`src/rtl/pam4_precode_pkg.sv`:
```
package pam4_precode_pkg;
  localparam int SYM_W = 2;
  typedef logic [SYM_W-1:0] sym_t;

  typedef struct packed {
    logic txLoad;
    logic txApply;
    logic rxLoad;
    logic rxApply;
  } strobe_t;

  // Gray pair to level index, and back (the map is its own inverse form)
  function automatic sym_t grayToLevel(sym_t g);
    return {g[1], g[1] ^ g[0]};
  endfunction

  function automatic sym_t levelToGray(sym_t l);
    return {l[1], l[1] ^ l[0]};
  endfunction

  function automatic sym_t modAdd(sym_t a, sym_t b);
    sym_t s;
    s = a + b;
    return s;
  endfunction

  function automatic sym_t modSub(sym_t a, sym_t b);
    sym_t s;
    s = a - b;
    return s;
  endfunction
endpackage

```
`src/rtl/pam4_mod4_stage.sv`:
```
module pam4_mod4_stage
  import pam4_precode_pkg::*;
#(
  parameter bit IS_DECODER = 1'b0
) (
  input  logic clk,
  input  logic rstN,
  input  logic load,
  input  logic apply,
  input  sym_t symIn,
  output sym_t symOut
);
  sym_t hist;
  sym_t levelIn;
  sym_t coded;
  sym_t histNext;
  sym_t outNext;

  assign levelIn = grayToLevel(symIn);

  generate
    if (IS_DECODER) begin : g_decode
      always_comb begin
        coded    = modAdd(levelIn, hist);
        histNext = levelIn;
      end
    end else begin : g_precode
      always_comb begin
        coded    = modSub(levelIn, hist);
        histNext = apply ? coded : levelIn;
      end
    end
  endgenerate

  assign outNext = apply ? levelToGray(coded) : symIn;

  always_ff @(posedge clk or negedge rstN) begin
    if (!rstN) begin
      hist   <= '0;
      symOut <= '0;
    end else if (load) begin
      hist   <= histNext;
      symOut <= outNext;
    end
  end

  assert_hold_idle_R6: assert property (@(posedge clk) disable iff (!rstN)
    !load |=> ($stable(hist) && $stable(symOut)));

  assert_bypass_pass_R5: assert property (@(posedge clk) disable iff (!rstN)
    (load && !apply) |=> (symOut == $past(symIn)));

  generate
    if (IS_DECODER) begin : g_chk_decode
      assert_rx_decode_R3: assert property (@(posedge clk) disable iff (!rstN)
        (load && apply) |=>
          (modSub(grayToLevel(symOut), $past(hist)) == $past(grayToLevel(symIn))));
      assert_rx_history_R3: assert property (@(posedge clk) disable iff (!rstN)
        load |=> (hist == $past(grayToLevel(symIn))));
    end else begin : g_chk_precode
      assert_tx_precode_R2: assert property (@(posedge clk) disable iff (!rstN)
        (load && apply) |=>
          (modAdd(grayToLevel(symOut), $past(hist)) == $past(grayToLevel(symIn))));
      assert_tx_line_history_R5: assert property (@(posedge clk) disable iff (!rstN)
        load |=> (hist == grayToLevel(symOut)));
    end
  endgenerate
endmodule

```
`src/rtl/pam4_link_ctrl.sv`:
```
module pam4_link_ctrl
  import pam4_precode_pkg::*;
(
  input  logic    clk,
  input  logic    rstN,
  input  logic    txEnable,
  input  logic    txInValid,
  input  logic    rxEnable,
  input  logic    rxInValid,
  output strobe_t strb,
  output logic    txOutValid,
  output logic    rxOutValid
);
  always_comb begin
    strb.txLoad  = txInValid;
    strb.txApply = txEnable;
    strb.rxLoad  = rxInValid;
    strb.rxApply = rxEnable;
  end

  always_ff @(posedge clk or negedge rstN) begin
    if (!rstN) begin
      txOutValid <= 1'b0;
      rxOutValid <= 1'b0;
    end else begin
      txOutValid <= strb.txLoad;
      rxOutValid <= strb.rxLoad;
    end
  end
endmodule

```
`src/rtl/pam4_precode_link.sv`:
```
module pam4_precode_link
  import pam4_precode_pkg::*;
(
  input  logic       clk,
  input  logic       rstN,
  input  logic       txEnable,
  input  logic       txInValid,
  input  logic [1:0] txInBits,
  output logic       txOutValid,
  output logic [1:0] txOutSym,
  input  logic       rxEnable,
  input  logic       rxInValid,
  input  logic [1:0] rxInSym,
  output logic       rxOutValid,
  output logic [1:0] rxOutBits
);
  strobe_t strb;

  pam4_link_ctrl i_ctrl (
    .clk        (clk),
    .rstN       (rstN),
    .txEnable   (txEnable),
    .txInValid  (txInValid),
    .rxEnable   (rxEnable),
    .rxInValid  (rxInValid),
    .strb       (strb),
    .txOutValid (txOutValid),
    .rxOutValid (rxOutValid)
  );

  pam4_mod4_stage #(.IS_DECODER(1'b0)) i_precode (
    .clk    (clk),
    .rstN   (rstN),
    .load   (strb.txLoad),
    .apply  (strb.txApply),
    .symIn  (txInBits),
    .symOut (txOutSym)
  );

  pam4_mod4_stage #(.IS_DECODER(1'b1)) i_decode (
    .clk    (clk),
    .rstN   (rstN),
    .load   (strb.rxLoad),
    .apply  (strb.rxApply),
    .symIn  (rxInSym),
    .symOut (rxOutBits)
  );
endmodule

```
`config.mk`:
```
export PLATFORM = sky130hd
export DESIGN_NAME = pam4_precode_link
export DESIGN_NICKNAME = d
export VERILOG_FILES = /design/src/rtl/pam4_precode_pkg.sv /design/src/rtl/pam4_mod4_stage.sv /design/src/rtl/pam4_link_ctrl.sv /design/src/rtl/pam4_precode_link.sv
export SDC_FILE = /design/constraint.sdc
export NUM_CORES = 1
export LEC_CHECK = 0
export BUFFER_PORTS_ARGS = -buffer_cell sky130_fd_sc_hd__buf_4
export CAP_MARGIN = 20
export CORE_AREA = 10 10 47 49
export DETAILED_ROUTE_END_ITERATION = 7
export DIE_AREA = 0 0 57 59
export GPL_TIMING_DRIVEN = 0
export HOLD_SLACK_MARGIN = 0.12
export PLACE_DENSITY = 0.66
export SLEW_MARGIN = 20
export SYNTH_ARGS = -nofsm -noshare
export SYNTH_HDL_FRONTEND = slang
export SYNTH_HIERARCHICAL = 1
export SYNTH_SLANG_ARGS = --single-unit
```
`constraint.sdc`:
```
create_clock -name clk -period 1.4 [get_ports clk]
set_input_delay 0.14 -clock clk [delete_from_list [all_inputs] [get_ports clk]]
set_output_delay 0.14 -clock clk [all_outputs]
set_load 0.01 [all_outputs]
```
Word-level counts from Yosys, hierarchy flattened. Cells that the tools add are included.

Bits in latches: 0. Bits in writable memories: 0. Register bits after elaboration: 10. Memories: 0. Output and inout bits: 6. Input port bits: 10. Logic and storage cells: 15. Memory bits (read-only): 0.

Equality and inequality tests: 0. Reductions and logical operators: 0. Bitwise gates (word level): 4. Add/subtract/negate cells: 2. $mul: 0. Order comparisons: 0. Divide/modulo/power cells: 0. Shift operators: 0. Mux-type cells: 3.

Operators by type and width (number): two-way mux 2 bit (3); XOR 1 bit (4); adder 2 bit (1); subtractor 2 bit (1).

Depth between registers and ports, before layout.
Word-level depth: 4. Mapped depth: 5. Depth with buffers taken out: 5.

Hierarchy. Netlist, hierarchy kept.

Modules (own cells, without submodules): pam4_mod4_stage at i_precode (cells each 23, area each 224.0 sq um, seq. area each 75.1 sq um, instances 1); pam4_mod4_stage at i_decode (cells each 20, area each 216.5 sq um, seq. area each 100.1 sq um, instances 1); pam4_link_ctrl (cells each 6, area each 80.1 sq um, seq. area each 50.0 sq um, instances 1).

Worst setup path after synthesis. OpenSTA, ideal clock, no wires.

Kind: register -> register. From: register i_decode.hist[0]. To: register i_decode.symOut[1]. Buffers on the path: 0. Clock period less this slack: 1.232 ns. Data required time: 1.318 ns. Arrival time: 1.150 ns. Stages on the path, launching flop included: 5. Library setup time: 0.082 ns. Slack: 0.168 ns. Cell sequence: dfrtp_1 -> ha_1 -> xnor2_1 -> or3_1 -> a31oi_1.

Longest elaborated chain between the ends: 2.

RTL lines: start, declared (RTL line pam4_mod4_stage.sv:13) `sym_t hist;`; start signal, assigned (RTL line pam4_mod4_stage.sv:42) `hist <= histNext;`; adder 2 bit (RTL line pam4_precode_pkg.sv:23) `s = a + b;`; two-way mux 2 bit (RTL line pam4_mod4_stage.sv:35) `assign outNext = apply ? levelToGray(coded) : symIn;`; end signal, assigned (RTL line pam4_mod4_stage.sv:43) `symOut <= outNext;`; end, declared (RTL line pam4_mod4_stage.sv:11) `output sym_t symOut`.

No other way between the ends. A chain may end at the register's enable or synchronous reset.

Worst setup path in the final report. Same ends and word-level chain as after synthesis.

==> flow_metrics.py <==
metrics = {
    "logic_synthesis": {
        "ys_ff_latch": 9,
        "synth_cell_type_count": 23,
        "syn_avg_cell_area_sq_um": 10.62,
        "seq_area_frac_synth_pct": 43.27,
        "netlist_area_sq_um": 520.5,
        "synthesis.nets": 61,
        "synth-warning-count": 6,
        "synthCells": 49,
    },
    "clocking": {
        "cts.sinks": 9,
        "insertion_delay_ns": 0.25,
        "cts_buffers": 3,
        "postCtsSetupRepairBufs": 0,
        "h-tree-depth": 1,
        "cts_tree": "done",
        "ctsHoldBuffers": 5,
        "path_clk_slew_ns": 0.05,
        "clock_path_buffers": 2,
        "cts_root_buf": "clkbuf_4",
        "post_cts_resized": 0,
    },
    "floorplanning": {
        "initial_utilization_pct": 37.14,
        "num_rows": 14,
        "ios": 16,
        "die_w_microns": 57,
        "die_h_microns": 59,
        "core_area_sq_mm": 0.001401,
        "fp.dieArea_sq_mm": 0.003363,
    },
    "timing": {
        "period_minus_slack_ns": 1.269,
        "final_max_slew_viol_count": 0,
        "fin_worst_skew_ns": 0.001079,
        "max-slew-margin-rel_pct": 84.22,
        "max_freq_ghz": 0.7878,
        "setup_violations": 0,
        "rsz0062_at_grt": "false",
        "tightest_slew_ns": 0.2350,
        "period_share_pct": 90.67,
        "hold_viol": 0,
        "tns_ns": 0,
    },
    "worst_setup_path": {
        "r2r-end": "i_decode/symOut[1]$_DFFE_PN0P_",
        "path_class": "reg2reg",
        "cp-start-kind": "flip-flop",
        "cpMaxStageDelayCell": "dfrtp_1",
        "critPathTopFamily": "flip-flops",
        "worst-r2r-cell-count": 4,
        "end_kind": "flip-flop",
        "critPathArrivalTime_ns": 1.45,
        "rrSetupSlack_ns": 0.13,
        "required_ns": 1.58,
        "cp_max_fo": 3,
        "cp_cell_sequence": "ha_1 -> xnor2_1 -> or3_1 -> a31oi_1",
        "timing.rr.start": "i_decode/hist[0]$_DFFE_PN0P_",
        "cp.buffers_inverters": 0,
        "slowest_delay_ns": 0.37,
    },
    "global_routing": {
        "grt_pass1_wl_mm": 1.656,
        "overflow": 0,
        "grt.total_usage_pct": 6.103,
        "grt_antenna_before_repair": 0,
        "grt_pass1_vias": 385,
        "grt_max_degree": 10,
    },
    "route": {
        "drtIter0Drc": 5,
        "vias": 398,
        "first_pass_iters": 2,
        "drc_errors": 0,
        "postRouteWirelength_microns": 934,
        "wl_per_cell_microns": 10.74,
        "ant_nets": 0,
        "via_per_inst": 4.575,
    },
    "place": {
        "port_buffers": 13,
        "postPlaceCellArea_sq_um": 638.1,
        "place.gp.congestion": 0.7343,
    },
    "finish": {
        "drive_gt1_share_pct": 33.80,
        "regArea_sq_um": 225.2,
        "nFillCells": 141,
        "antenna_cells": 0,
        "final_cell_area_sq_um": 714.4,
        "multiInputGateArea_sq_um": 246.5,
        "syn_to_final_growth_pct": 37.26,
        "num-nets-final": 84,
    },
    "min_path": {
        "hp-class": "in2reg",
        "whs_endpoint": "i_decode/symOut[0]$_DFFE_PN0P_",
        "hold_path_depth": 3,
        "hold_start": "rxInSym[0]",
    },
    "status": {
        "status": "finished, final reports clean",
    },
    "flow_run": {
        "maxCapViolCount": 0,
    },
    "power": {
        "p_leak_nw": 0.3289,
        "peakVddDrop_mv": 0.6799,
        "p_per_area_mw_per_mm2": 1211,
    },
}
cell usage after synthesis (all sizes together):
library cell,n,share of area [%]
or3,1,1.2
mux2,3,6.5
a21oi,1,0.96
o21ai,4,3.8
ha,2,4.8
nand3b,1,1.4
buf,5,7.2
nand2,2,1.4
xnor2,6,10
mux2i,1,1.9
o21a,1,1.4
dfrtp,9,43
inv,3,2.2
a21boi,1,1.4
o32ai,1,1.7
nor2b,1,1.2
a31oi,3,3.6
and3b,1,1.7
nor2,1,0.72
xor2,2,3.4
how the worst max path moves through the flow:
stage,startpoint,endpoint,cells past startpoint
after floorplan,i_decode/hist[0]$_DFFE_PN0P_,i_decode/symOut[1]$_DFFE_PN0P_,4
after global placement,rxInSym[1],i_decode/symOut[1]$_DFFE_PN0P_,6
after detailed placement,rxInSym[1],i_decode/symOut[1]$_DFFE_PN0P_,6
after CTS,i_decode/hist[0]$_DFFE_PN0P_,i_decode/symOut[1]$_DFFE_PN0P_,4
after global routing,i_decode/hist[0]$_DFFE_PN0P_,i_decode/symOut[1]$_DFFE_PN0P_,4
final,i_decode/hist[0]$_DFFE_PN0P_,i_decode/symOut[1]$_DFFE_PN0P_,4
worst min-delay path, delay by kind of cell:
kind                   cells  cell delay [ns]
buffers and inverters      1             0.09
AO/OA/AOI/OAI              2             0.12
cell families (layout without fill, tap and decap cells):
family	Yosys count	after routing	share of synthesized area, %
buffers and inverters	8	30	9.376
muxes	4	4	8.413
AOI/OAI and AO/OA	11	11	12.98
DFF	9	9	43.27
adders and majority gates	2	2	4.807
and+or+nand+nor	7	7	7.695
xor gates and xnor gates	8	8	13.46
layout by cell type (no fill, tap or decap), types with 2 or more instances in the layout:
cell and n:
a31oi_1 3, mux2_2 2, o21ai_0 2, clkbuf_4 3
dfrtp_1 9, o21ai_1 2, xnor2_1 6, nand2_1 2
ha_1 2, xor2_1 2, buf_4 18, dlygate4sd3_1 5
inv_1 2
power by group:
part           leakage (nW)  switching [mW]  internal (mW)
clock                0.0150          0.0790          0.109
sequential            0.106          0.0344          0.311
combinational         0.208           0.136          0.195
total                 0.329           0.250          0.615
state kept, by name, indices dropped and copies added (netlist names):
| register | count |
|---|---|
| i_decode/hist | 2 |
| i_decode/symOut | 2 |
| i_ctrl/txOutValid | 1 |
| i_precode/hist | 1 |
| i_ctrl/rxOutValid | 1 |
| i_precode/symOut | 2 |
final cells by class:
cell class                      count  share of cell area, %
Multi-Input combinational cell     32                  34.50
Sequential cell                     9                  31.52
Timing Repair Buffer               18                  20.67
Buffer                              5                  5.254
Clock buffer                        4                  3.678
Tap cell                           16                  2.802
Inverter                            3                  1.576
layer usage:
layer | wire [microns] | global-route usage, % | vias up
met5 | 0 | 0 | -
met4 | 0 | 1.007 | 0
met3 | 107 | 5.365 | 0
met2 | 445 | 9.612 | 12
met1 | 382 | 6.083 | 178
li1 | - | - | 208
per-stage QoR:
stage          cells  total power, mW  hold WS (ns)  util, %  setup slack [ns]
5_1_grt           87           0.9391        0.1365    50.98           0.04095
3_5_place_dp      78           0.6768      -0.03091    45.54           0.08033
2_1_floorplan     49           0.5694       -0.1556        -            0.1680
4_1_cts           87           0.8828        0.1274    50.98            0.1184
3_3_place_gp      78           0.6705      -0.03206    45.54           0.08726
6_report          87           0.8650        0.1351    50.98            0.1307
Power figures use the tool's default switching activity.
